**src/rtl/mbd_pkg.sv**
```systemverilog
package mbd_pkg;

    typedef enum logic [1:0] {
        RSRC_NONE   = 2'd0,
        RSRC_STATUS = 2'd1,
        RSRC_OUTREG = 2'd2
    } rd_src_e;

    typedef struct packed {
        logic ram;
        logic io_stat;
        logic io_out;
    } sel_t;

    function automatic rd_src_e pick_src(input sel_t s, input logic rd_n);
        rd_src_e r;
        r = RSRC_NONE;
        if (!rd_n) begin
            if (s.io_stat)     r = RSRC_STATUS;
            else if (s.io_out) r = RSRC_OUTREG;
        end
        return r;
    endfunction

endpackage

```
**src/rtl/mbd_addr_latch.sv**
```systemverilog
module mbd_addr_latch #(
    parameter int W = 8
) (
    input  logic         clk,
    input  logic         rst,
    input  logic         ale,
    input  logic [W-1:0] ad_in,
    output logic [W-1:0] low_addr
);
    logic [W-1:0] held_q;

    always_ff @(posedge clk) begin
        if (rst)      held_q <= '0;
        else if (ale) held_q <= ad_in;
    end

    // transparent while the strobe is high, holding once it drops
    assign low_addr = ale ? ad_in : held_q;

    assert_addr_hold_R1: assert property (@(posedge clk) disable iff (rst)
        (!$past(ale) && !$past(rst)) |-> $stable(held_q));

endmodule

```
**src/rtl/mbd_decode.sv**
```systemverilog
module mbd_decode
    import mbd_pkg::*;
#(
    parameter int                   HI_W        = 8,
    parameter int                   LO_W        = 8,
    parameter int                   RAM_HI_BITS = 3,
    parameter logic [RAM_HI_BITS-1:0] RAM_HI_PAT = 3'b010,
    parameter logic [LO_W-1:0]      STAT_PORT   = 8'h10,
    parameter logic [LO_W-1:0]      OUT_PORT    = 8'h20
) (
    input  logic            io_m,
    input  logic            rd_n,
    input  logic            wr_n,
    input  logic [HI_W-1:0] addr_hi,
    input  logic [LO_W-1:0] low_addr,
    output sel_t            sel
);
    logic strobe;
    logic hi_hit;

    assign strobe = !rd_n || !wr_n;
    assign hi_hit = (addr_hi[HI_W-1 -: RAM_HI_BITS] == RAM_HI_PAT);

    always_comb begin
        sel         = '0;
        sel.ram     = !io_m && strobe && hi_hit;
        sel.io_stat = io_m && strobe && (low_addr == STAT_PORT);
        sel.io_out  = io_m && strobe && (low_addr == OUT_PORT);
    end

endmodule

```
**src/rtl/mbd_out_port.sv**
```systemverilog
module mbd_out_port #(
    parameter int           W       = 8,
    parameter logic [W-1:0] RST_VAL = '0
) (
    input  logic         clk,
    input  logic         rst,
    input  logic         wr_n,
    input  logic         sel,
    input  logic [W-1:0] ad_in,
    output logic [W-1:0] out_q
);
    logic         wr_n_q;
    logic         sel_q;
    logic [W-1:0] wdata_q;
    logic         wr_rise;

    always_ff @(posedge clk) begin
        if (rst) begin
            wr_n_q  <= 1'b1;
            sel_q   <= 1'b0;
            wdata_q <= '0;
        end else begin
            wr_n_q <= wr_n;
            if (!wr_n) begin
                sel_q   <= sel;
                wdata_q <= ad_in;
            end
        end
    end

    assign wr_rise = wr_n && !wr_n_q;

    always_ff @(posedge clk) begin
        if (rst)                   out_q <= RST_VAL;
        else if (wr_rise && sel_q) out_q <= wdata_q;
    end

    assert_out_change_R5: assert property (@(posedge clk) disable iff (rst)
        (!$stable(out_q) && !$past(rst)) |-> ($past(wr_n) && !$past(wr_n, 2)));

endmodule

```
**src/rtl/mbd_top.sv**
```systemverilog
module mbd_top
    import mbd_pkg::*;
#(
    parameter int ADDR_W      = 16,
    parameter int DATA_W      = 8,
    parameter int RAM_HI_BITS = 3,
    parameter logic [RAM_HI_BITS-1:0] RAM_HI_PAT = 3'b010,
    parameter logic [DATA_W-1:0] STAT_PORT = 8'h10,
    parameter logic [DATA_W-1:0] OUT_PORT  = 8'h20,
    parameter logic [DATA_W-1:0] OUT_RST   = 8'h00,
    localparam int HI_W   = ADDR_W - DATA_W,
    localparam int RAM_AW = ADDR_W - RAM_HI_BITS
) (
    input  logic              clk,
    input  logic              rst,
    input  logic              ale,
    input  logic              io_m,
    input  logic              rd_n,
    input  logic              wr_n,
    input  logic [HI_W-1:0]   addr_hi,
    input  logic [DATA_W-1:0] ad_in,
    input  logic [DATA_W-1:0] status_in,
    output logic              ram_sel,
    output logic [RAM_AW-1:0] ram_addr,
    output logic [DATA_W-1:0] rd_data,
    output logic              rd_drive_en,
    output logic [DATA_W-1:0] out_port
);
    logic [DATA_W-1:0] low_addr;
    sel_t              sel;
    rd_src_e           src;

    mbd_addr_latch #(.W(DATA_W)) addr_latch_i (
        .clk(clk), .rst(rst), .ale(ale), .ad_in(ad_in), .low_addr(low_addr)
    );

    mbd_decode #(
        .HI_W(HI_W), .LO_W(DATA_W), .RAM_HI_BITS(RAM_HI_BITS),
        .RAM_HI_PAT(RAM_HI_PAT), .STAT_PORT(STAT_PORT), .OUT_PORT(OUT_PORT)
    ) decode_i (
        .io_m(io_m), .rd_n(rd_n), .wr_n(wr_n),
        .addr_hi(addr_hi), .low_addr(low_addr), .sel(sel)
    );

    mbd_out_port #(.W(DATA_W), .RST_VAL(OUT_RST)) out_port_i (
        .clk(clk), .rst(rst), .wr_n(wr_n), .sel(sel.io_out),
        .ad_in(ad_in), .out_q(out_port)
    );

    assign ram_sel  = sel.ram;
    assign ram_addr = {addr_hi[HI_W-RAM_HI_BITS-1:0], low_addr};

    always_comb begin
        src = pick_src(sel, rd_n);
        unique case (src)
            RSRC_STATUS: rd_data = status_in;
            RSRC_OUTREG: rd_data = out_port;
            default:     rd_data = '0;
        endcase
        rd_drive_en = (src != RSRC_NONE);
    end

    assert_ram_mem_only_R4: assert property (@(posedge clk) disable iff (rst)
        ram_sel |-> !io_m);
    assert_ram_strobe_R2: assert property (@(posedge clk) disable iff (rst)
        ram_sel |-> (!rd_n || !wr_n));
    assert_one_source_R10: assert property (@(posedge clk) disable iff (rst)
        $onehot0({sel.io_stat, sel.io_out}));
    assert_drive_qual_R10: assert property (@(posedge clk) disable iff (rst)
        rd_drive_en |-> (!rd_n && io_m && !ram_sel));
    assert_idle_zero_R9: assert property (@(posedge clk) disable iff (rst)
        !rd_drive_en |-> (rd_data == '0));

endmodule

```
**config.mk**
```make
export PLATFORM = sky130hd
export DESIGN_NAME = mbd_top
export DESIGN_NICKNAME = d
export VERILOG_FILES = /design/src/rtl/mbd_pkg.sv /design/src/rtl/mbd_addr_latch.sv /design/src/rtl/mbd_decode.sv /design/src/rtl/mbd_out_port.sv /design/src/rtl/mbd_top.sv
export SDC_FILE = /design/constraint.sdc
export NUM_CORES = 1
export LEC_CHECK = 0
export BUFFER_PORTS_ARGS = -buffer_cell sky130_fd_sc_hd__clkbuf_2
export CELL_PAD_IN_SITES_DETAIL_PLACEMENT = 0
export CELL_PAD_IN_SITES_GLOBAL_PLACEMENT = 1
export CORE_UTILIZATION = 34
export CTS_BUF_LIST = sky130_fd_sc_hd__clkbuf_4
export CTS_CLUSTER_DIAMETER = 200
export DETAILED_ROUTE_END_ITERATION = 7
export PLACE_DENSITY_LB_ADDON = 0.12
export SLEW_MARGIN = 15
export SYNTH_ARGS = -nofsm -noshare
export SYNTH_HDL_FRONTEND = slang
export SYNTH_SLANG_ARGS = --single-unit
```
**constraint.sdc**
```tcl
create_clock -name clk -period 1.85 [get_ports clk]
set_clock_uncertainty 0.15 [all_clocks]
set_input_delay 0.185 -clock clk [delete_from_list [all_inputs] [get_ports clk]]
set_output_delay 0.185 -clock clk [all_outputs]
set_load 0.005 [all_outputs]
```
==> reports/summary.txt <==
Place WS: -0.205 ns
Slew @ Worst Pin: 0.520 ns
reg2reg path depth: 4
TNS Setup: -2.56 ns
clock sinks: 26
largest family of logic cells by synthesized area: simple AND/OR/NAND/NOR gates
top cell type's share of synthesized area: 0.426
Max Slew Vio Count: 0
DP HPWL: 2210 um
Compound-Gate Fraction of Synth Area: 0.126
Die Span Y: 61.9 um
Top Ports: 61
grt total ovfl: 0
slew margin rel.: 0.653
mux contribution to synthesized area: 0.150
Setup Fix Bufs, Post-CTS: 0
Via Count: 1095
row count: 21
fin worst setup slack: -0.292 ns
MaxCap Viol Count: 0
register area share after synthesis: 0.426
layout cells sized above 1: 0.476
synthesized instance count: 126
XOR/XNOR Fraction of Synth Area: 0
final RePlAce weighted congestion: 0.786
input/output buffers: 50
Synth area leaders: dfxtp_1 (43%), mux2i_1 (7.4%), mux2_2 (6.5%), a22o_1 (5.7%), nand2_1 (5.5%)
Crit Path Max Fanout: 5
Setup crit start kind: register
Initial Utilization: 0.360
total track usage: 0.156
Max clock buf depth: 2
YS warnings: 0
Post-Syn Area per Cell: 9.69 sq um
RSZ-0062 raised after global routing: yes
diode count: 0
period utilization: 1.16
Post-layout nets: 219
Endpoint, Worst Hold: out_port_i.wdata_q[7]
cell area after synthesis: 1220 sq um
design area: 1670 sq um
Reg2Reg Setup Slack: 0.37 ns
first-pass detailed-route iteration total: 4
Routed WL per cell: 12.1 um
initial antenna violation count: 0
synth unique cells: 29
ANT nets after route: 0
Hold Crit Class: in -> reg
Final Hold Fails: 0
CTS root buf: clkbuf_4
Placed Instances: 225
CTS tree: yes
core area: 3390 sq um
Critical R2R Capture: out_port_i.sel_q
clk_lat worst skew: 0.32 ns
worst hold stages: 3
arrival time at the worst endpoint: 1.81 ns
area of placed instances: 1560 sq um
fmax: 467 MHz
failing checks: negative setup slack
cts bufs inserted: 3
synthesis-to-finish area growth: 36.4%
CTS clock-pin slew for the worst setup and hold paths: 0.13 ns
crit path kind: reg -> out
Peak VDD IR: 0.000279 V
HP Start: ad_in[7]
fin crit period: 2.14 ns
H-tree levels: 1
Post-Synth Adder-Cell Area: 0
RR Startpoint: addr_latch_i.held_q[6]
largest net degree at the start of global routing: 27
Worst Setup SP: addr_latch_i.held_q[6]
pwr dens: 605 nW/um^2
final WL: 2820 um
cell leakage power: 0.762 nW
Starting DRT DRC Count: 13
drc violations: 0
Die ar.: 3840 sq um
Die W: 61.9 um
first-pass GRT wire length: 4320 um
via density per instance: 4.70
Synth area leader: dfxtp_1
simple-gate area share of the yosys netlist: 0.238
number of synthesized register bits: 26
vias in the first global route: 992
CP Capture Type: output port
syn nets: 156
Finish-stage setup viols: 9
post-route insts no fill: 233
Finished Core Util: 0.491
Data required, critical path: 1.51 ns
outcome: complete, but fails checks
fill count: 353
==> area by class of cell <==
type                    instances  area (sq um)  share of cell area
multi-input cells              88           657               0.394
flip-flops and latches         26           526               0.316
repair buffers                 68           395               0.237
well taps                      46          57.6              0.0346
clock buffers                   3          22.5              0.0135
inverters                       2          7.51             0.00451
==> worst max-delay path by stage <==
stage | end | slack, ns | cells past startpoint
finish | rd_data[4] | -0.29 | 6
CTS | rd_data[4] | -0.32 | 6
floorplan | rd_data[0] | 0.08 | 4
global route | rd_data[0] | -0.42 | 6
detailed placement | rd_data[4] | -0.20 | 9
global placement | rd_data[2] | -0.13 | 9
==> critical path, stage by stage, from the launching register on <==
cell	delay (ns)
dfxtp_2	0.36
nor4_4	0.28
o2111ai_2	0.20
nor4_4	0.23
buf_4	0.19
a22o_1	0.12
clkbuf_2	0.11
==> sequential cells by signal (all words and copies together) (netlist names) <==
signal	flops
out_port_i.sel_q	1
out_port_i.out_q	8
out_port_i.wr_n_q	1
out_port_i.wdata_q	8
addr_latch_i.held_q	8
==> through the flow <==
stage	hold slack, ns	power [mW]
2_1_floorplan	0.107	0.691
3_3_place_gp	0.220	0.764
3_5_place_dp	0.220	0.769
4_1_cts	0.000349	1.02
5_1_grt	0.0780	1.06
6_report	0.0642	1.01
==> repair_timing <==
| item | in CTS | in global routing |
|---|---|---|
| pin swaps | 7 | 3 |
| hold buffers | 4 | 1 |
| endpoints found under the setup margin | 9 | 9 |
| gates resized for setup | 8 | 2 |
| gates cloned | 1 | 0 |
| endpoints found under the hold margin | 4 | 1 |
==> Yosys cell counts (all sizes together) <==
master	count
a21oi	8
a22o	8
and3b	1
buf	6
clkbuf	4
dfxtp	26
inv	2
mux2	7
mux2i	10
nand2	18
nand3b	1
nor2	12
nor2b	6
nor3	3
nor3b	2
nor4	2
nor4b	3
o2111ai	1
o211ai	1
o22ai	1
o31a	1
or2	3
==> power breakdown <==
group          internal (mW)  switching, mW
Combinational         0.0949         0.0783
Sequential             0.583         0.0149
Clock                 0.0764          0.159
Total                  0.754          0.253
==> logic make-up (layout without fill, tap and decap cells) <==
family,Yosys count,in the layout
simple gates,51,51
flops,26,26
compound gates,20,20
mux,17,17
buf+inv,12,73
==> metal layers <==
| layer | vias up | GRT usage | routed length (um) |
|---|---|---|---|
| met1 | 479 | 0.183 | 1280 |
| met2 | 46 | 0.270 | 1280 |
| met5 | - | 0 | 0 |
| li1 | 560 | - | - |
| met4 | 0 | 0.0825 | 87 |
| met3 | 10 | 0.0269 | 176 |
==> layout by cell type, fill, tap and decap left out, drive strengths merged <==
cell | Yosys | layout
o22ai | 1 | 1
dlygate4sd3 | 0 | 5
nor4 | 2 | 2
a21oi | 8 | 8
mux2 | 7 | 7
inv | 2 | 2
a22o | 8 | 8
or2 | 3 | 3
nor3b | 2 | 2
o211ai | 1 | 1
nand3b | 1 | 1
nor3 | 3 | 3
o2111ai | 1 | 1
buf | 6 | 13
nand2 | 18 | 18
nor4b | 3 | 3
and3b | 1 | 1
o31a | 1 | 1
mux2i | 10 | 10
nor2b | 6 | 6
nor2 | 12 | 12
clkbuf | 4 | 53
dfxtp | 26 | 26
No activity file was read; power rests on OpenSTA's default activity.
